`src/rtl/vidx_pkg.sv`:
```
package vidx_pkg;
  localparam int unsigned CFG_W       = 32;
  localparam int unsigned MODE_EN_BIT = 27;
  localparam int unsigned OFS_LSB     = 0;
  localparam int unsigned MASK_LSB    = 12;
  localparam int unsigned MASK_W      = 4;
endpackage

```
`src/rtl/vidx_ctrl.sv`:
```
module vidx_ctrl
  import vidx_pkg::*;
#(
  parameter int unsigned NUM_OPS = 4,
  parameter int unsigned REG_W   = 8
) (
  input  logic [CFG_W-1:0]   mode_i,
  input  logic [CFG_W-1:0]   index_reg_i,
  output logic [REG_W-1:0]   offset_o,
  output logic [NUM_OPS-1:0] op_en_o
);
  logic active;
  assign active   = mode_i[MODE_EN_BIT];
  assign offset_o = index_reg_i[OFS_LSB +: REG_W];
  assign op_en_o  = active ? index_reg_i[MASK_LSB +: NUM_OPS] : '0;

  initial begin
    a_r4_mask_fits : assert (NUM_OPS <= MASK_W);
  end
endmodule

```
`src/rtl/vidx_lane.sv`:
```
module vidx_lane #(
  parameter int unsigned REG_W = 8,
  localparam int unsigned CNT_W = REG_W + 1
) (
  input  logic             en_i,
  input  logic             is_vec_i,
  input  logic [REG_W-1:0] idx_i,
  input  logic [REG_W-1:0] offset_i,
  input  logic [CNT_W-1:0] count_i,
  output logic [REG_W-1:0] idx_o,
  output logic             subst_o
);
  logic [CNT_W-1:0] sum;
  logic             oob;

  // widened add keeps the carry as out-of-range
  assign sum = {1'b0, idx_i} + {1'b0, offset_i};
  assign oob = (sum >= count_i);

  always_comb begin
    idx_o   = idx_i;
    subst_o = 1'b0;
    if (en_i) begin
      if (!is_vec_i || oob) begin
        idx_o   = '0;
        subst_o = 1'b1;
      end else begin
        idx_o = sum[REG_W-1:0];
      end
    end
  end
endmodule

```
`src/rtl/vidx_remap.sv`:
```
module vidx_remap
  import vidx_pkg::*;
#(
  parameter int unsigned NUM_OPS = 4,
  parameter int unsigned REG_W   = 8,
  localparam int unsigned CNT_W  = REG_W + 1
) (
  input  logic                          clk_i,
  input  logic                          rst_ni,
  input  logic [NUM_OPS-1:0][REG_W-1:0] op_idx_i,
  input  logic [NUM_OPS-1:0]            op_is_vec_i,
  input  logic [CFG_W-1:0]              mode_i,
  input  logic [CFG_W-1:0]              index_reg_i,
  input  logic [CNT_W-1:0]              vreg_count_i,
  output logic [NUM_OPS-1:0][REG_W-1:0] op_idx_o,
  output logic [NUM_OPS-1:0]            op_subst_o
);
  logic [REG_W-1:0]              offset;
  logic [NUM_OPS-1:0]            op_en;
  logic [NUM_OPS-1:0][REG_W-1:0] idx_d;
  logic [NUM_OPS-1:0]            subst_d;

  vidx_ctrl #(.NUM_OPS(NUM_OPS), .REG_W(REG_W)) u_ctrl (
    .mode_i      (mode_i),
    .index_reg_i (index_reg_i),
    .offset_o    (offset),
    .op_en_o     (op_en)
  );

  for (genvar k = 0; k < NUM_OPS; k++) begin : g_lane
    vidx_lane #(.REG_W(REG_W)) u_lane (
      .en_i     (op_en[k]),
      .is_vec_i (op_is_vec_i[k]),
      .idx_i    (op_idx_i[k]),
      .offset_i (offset),
      .count_i  (vreg_count_i),
      .idx_o    (idx_d[k]),
      .subst_o  (subst_d[k])
    );
  end

  always_ff @(posedge clk_i or negedge rst_ni) begin
    if (!rst_ni) begin
      op_idx_o   <= '0;
      op_subst_o <= '0;
    end else begin
      op_idx_o   <= idx_d;
      op_subst_o <= subst_d;
    end
  end

  // one clean cycle out of reset before $past is trusted
  logic primed;
  always_ff @(posedge clk_i or negedge rst_ni) begin
    if (!rst_ni) primed <= 1'b0;
    else         primed <= 1'b1;
  end

  for (genvar k = 0; k < NUM_OPS; k++) begin : g_chk
    a_r9_subst_is_zero : assert property (@(posedge clk_i) disable iff (!rst_ni)
      op_subst_o[k] |-> (op_idx_o[k] == '0));
    a_r3_bypass : assert property (@(posedge clk_i) disable iff (!rst_ni)
      (primed && $past(!mode_i[MODE_EN_BIT])) |->
        (!op_subst_o[k] && op_idx_o[k] == $past(op_idx_i[k])));
    a_r8_masked_pass : assert property (@(posedge clk_i) disable iff (!rst_ni)
      (primed && $past(!index_reg_i[MASK_LSB+k])) |->
        (!op_subst_o[k] && op_idx_o[k] == $past(op_idx_i[k])));
    a_r7_nonvec_sub : assert property (@(posedge clk_i) disable iff (!rst_ni)
      (primed && $past(mode_i[MODE_EN_BIT] && index_reg_i[MASK_LSB+k] && !op_is_vec_i[k]))
        |-> op_subst_o[k]);
    a_r6_in_range : assert property (@(posedge clk_i) disable iff (!rst_ni)
      (primed && !op_subst_o[k] && $past(mode_i[MODE_EN_BIT] && index_reg_i[MASK_LSB+k]))
        |-> ({1'b0, op_idx_o[k]} < $past(vreg_count_i)));
  end

  always_comb begin
    if (!rst_ni) a_r1_reset_clear : assert (op_idx_o == '0 && op_subst_o == '0);
  end
endmodule

```
`config.mk`:
```
export PLATFORM = sky130hd
export DESIGN_NAME = vidx_remap
export DESIGN_NICKNAME = d
export VERILOG_FILES = /design/src/rtl/vidx_pkg.sv /design/src/rtl/vidx_ctrl.sv /design/src/rtl/vidx_lane.sv /design/src/rtl/vidx_remap.sv
export SDC_FILE = /design/constraint.sdc
export NUM_CORES = 1
export LEC_CHECK = 0
export ABC_AREA = 1
export BUFFER_PORTS_ARGS = -buffer_cell sky130_fd_sc_hd__buf_2
export CAP_MARGIN = 0
export CORE_MARGIN = 4
export CORE_UTILIZATION = 40
export DETAILED_ROUTE_END_ITERATION = 10
export PLACE_DENSITY_LB_ADDON = 0.1
export SYNTH_ARGS = -nofsm -noshare
export SYNTH_HDL_FRONTEND = slang
export SYNTH_SLANG_ARGS = --single-unit
```
`constraint.sdc`:
```
create_clock -name clk_i -period 1.7 [get_ports clk_i]
set_clock_uncertainty 0.2 [all_clocks]
set_input_delay 0.17 -clock clk_i [delete_from_list [all_inputs] [get_ports clk_i]]
set_output_delay 0.17 -clock clk_i [all_outputs]
set_load 0.03 [all_outputs]
```
==> flow_metrics.env <==
export IMPL_placed_area_sq_um=5080
export IMPL_run_status="finished, violations left"
export IMPL_setup_slack_ps=-605
export IMPL_clock_sink_count=36
export IMPL_timing_max_slew_rel_slack_pct=66.4
export IMPL_worst_setup_hold_path_clk_slew_ps=70
export IMPL_routed_wl_mm=12.2
export IMPL_placedCellCount=837
export IMPL_hold_ws_ps=7.80
export IMPL_synth_ff_latch_count=36
export IMPL_ir_worst_vdd_mv=0.283
export IMPL_wl_per_cell_um=13.7
export IMPL_arrival_ps=2320
export IMPL_clock_power_share_pct=15.5
export IMPL_preCtsSetupSlack_ps=-1050
export IMPL_crit_type="in2reg"
export IMPL_cts_tree="yes"
export IMPL_syn_avg_cell_area_sq_um=7.02
export IMPL_numCtsBuffers=5
export IMPL_row_count=35
export IMPL_rsz0062_at_grt="yes"
export IMPL_initial_utilization_pct=41.3
export IMPL_cp_data_required_time_ps=1720
export IMPL_filler_cell_count=814
export IMPL_synthToLayoutAreaGrowth_pct=58.8
export IMPL_violations="setup timing"
export IMPL_finalWorstPathRequiredPeriod_ps=2300
export IMPL_timing_final_crit_share_pct=136
export IMPL_cp_startpoint="index_reg_i[0]"
export IMPL_clk_path_buf_depth=2
export IMPL_buffer_ports_inserted=95
export IMPL_maximum_number_of_pins_on_one_net_before_global_route_repair=37
export IMPL_worstSetupEndpoint="op_idx_o[5]"
export IMPL_die_area_sq_um=11300
export IMPL_timing_final_setup_violations=36
export IMPL_grt_use_total_pct=21.7
export IMPL_fp_dieW_um=106
export IMPL_synth_area_top_cells="sky130_fd_sc_hd__dfrtp_1, sky130_fd_sc_hd__ha_1, sky130_fd_sc_hd__nand2_1"
export IMPL_top_level_ports=147
export IMPL_syn_instance_count=549
export IMPL_total_nets_after_synthesis=732
export IMPL_vias_per_cell=4.73
export IMPL_finalInstanceArea_sq_um=6120
export IMPL_power_switching_mw=1.51
export IMPL_core_area_sq_um=9330
export IMPL_hp_class="in2reg"
export IMPL_yosysSeqAreaShare_pct=23.4
export IMPL_cts_root_buf="sky130_fd_sc_hd__clkbuf_8"
export IMPL_total_power_mw=3.71
export IMPL_post_dp_hpwl_mm=8.96
export IMPL_grt_antenna_before_repair=0
export IMPL_die_height_um=106
export IMPL_nNetsFinal=944
export IMPL_post_route_drc_count=0
export IMPL_drv_cap=0
export IMPL_h_tree_depth_reported_by_cts=2
export IMPL_powerDensity_nw_per_um2=607
export IMPL_antenna_diode_count=0
export IMPL_via_count=4199
export IMPL_power_share_sequential_pct=25.4
export IMPL_antenna_violating_nets_post_route=0
export IMPL_worstPathMaxFanout=6
export IMPL_post_route_cells_drive_above_1_share_pct=40.6
export IMPL_fin_util_pct=65.6
export IMPL_layout_cells_most_common="sky130_fd_sc_hd__nand2_1"
export IMPL_internal_power_mw=2.20
export IMPL_timing_worst_slew_pin_value_ps=504
export IMPL_synthDominantCellAreaShare_pct=23.4
export IMPL_most_common_layout_cells="sky130_fd_sc_hd__nand2_1, sky130_fd_sc_hd__inv_1, sky130_fd_sc_hd__buf_2, sky130_fd_sc_hd__buf_4, sky130_fd_sc_hd__ha_1"
export IMPL_setup_worst_path_end_class="register"
export IMPL_dr_pass1_iters=4
export IMPL_grt_first_pass_wirelength_mm=19.5
export IMPL_maxClockFrequency_ghz=0.434
export IMPL_timing_final_max_slew_violations=0
export IMPL_power_switching_share_pct=40.7
export IMPL_post_synth_instance_area_sq_um=3850
export IMPL_ys_types=33
export IMPL_first_global_vias=4129
export IMPL_yosysWarnings=0
export IMPL_worst_setup_path_start_kind="input port"
export IMPL_static_leakage_power_nw=3.40
export IMPL_final_instance_count_excl_fill=888
export IMPL_grt_overflow_total=0
export IMPL_gp_congestion=0.906
export IMPL_combinationalPowerShare_pct=59.1
export IMPL_final_setup_tns_ps=-19290
export IMPL_hold_viol_final=0
export IMPL_drt_iter0_markers=99
export IMPL_synth_largest_area_cell="sky130_fd_sc_hd__dfrtp_1"
timing repair:
item	CTS	global route
endpoints found under the setup margin	36	36
gates cloned	0	0
hold buffers	28	0
buffers inserted	15	3
hold endpoints to repair	62	0
pin swaps	46	17
resized for setup	53	52
flip-flops by register name, summed over array words and instances (netlist names):
| register | cells |
|---|---|
| op_idx_o | 32 |
| op_subst_o | 4 |
power groups by stage:
stage,clock network [mW],logic (mW),registers (mW)
2_1_floorplan,0,0.926,1.12
3_3_place_gp,0,1.73,0.960
3_5_place_dp,0,1.77,0.962
4_1_cts,0.594,2.02,0.945
5_1_grt,0.638,2.44,0.953
6_report,0.574,2.20,0.945
worst min-delay path by stage:
stage | from | end | depth (start not counted)
2_1_floorplan | rst_ni | op_idx_o[0] | 0
3_3_place_gp | rst_ni | op_idx_o[11] | 2
3_5_place_dp | rst_ni | op_idx_o[11] | 2
4_1_cts | op_idx_i[30] | op_idx_o[30] | 4
5_1_grt | op_idx_i[30] | op_idx_o[30] | 4
6_report | op_idx_i[30] | op_idx_o[30] | 4
cells in the mapped netlist (all sizes together):
library cell	number
a21o	1
a21oi	22
a31oi	1
clkbuf	1
clkinv	2
dfrtp	36
fa	4
ha	68
inv	95
nand2	202
nand3	34
nand3b	5
nand4	12
nor2	31
o21ai	15
o21bai	8
or2	5
xnor2	2
xor2	5
metal layers:
layer  part of all wire [%]  GRT usage, %  wire, um  vias up
met5                      0             0         0        -
met4                    1.4          5.09       173        0
met3                    4.5          2.67       544       11
met2                     51          39.9      6250       82
met1                     43          26.9      5230     1941
li1                       -             -         -     2165
logic make-up after synthesis:
kind of cell / share of synthesized area [%]
flops: 23.4
fa+ha+maj: 24.2
compound gates: 7.50
buf+inv: 9.55
xor+xnor: 1.79
simple gates: 33.6
final cells by class:
cell class / count / area, sq um / area share [%]
well taps: 129 / 161 / 2.64
inverters: 97 / 364 / 5.95
flip-flops and latches: 36 / 901 / 14.7
multi-input cells: 415 / 3180 / 52.0
repair buffers: 206 / 1440 / 23.6
clock buffers: 5 / 68.8 / 1.12
critical path, cell delays in order:
cell and delay, ps:
sky130_fd_sc_hd__buf_12 120, sky130_fd_sc_hd__ha_4 160, sky130_fd_sc_hd__fa_2 390, sky130_fd_sc_hd__nand2_2 70
sky130_fd_sc_hd__nand3_2 60, sky130_fd_sc_hd__or2_1 230, sky130_fd_sc_hd__nand2_2 90, sky130_fd_sc_hd__inv_2 50
sky130_fd_sc_hd__ha_4 250, sky130_fd_sc_hd__nand2_4 80, sky130_fd_sc_hd__inv_1 40, sky130_fd_sc_hd__nand2_1 70
sky130_fd_sc_hd__nand3_2 100, sky130_fd_sc_hd__nand2_4 130, sky130_fd_sc_hd__nand3_4 140, sky130_fd_sc_hd__o21bai_4 150
Power figures use the tool's default switching activity.
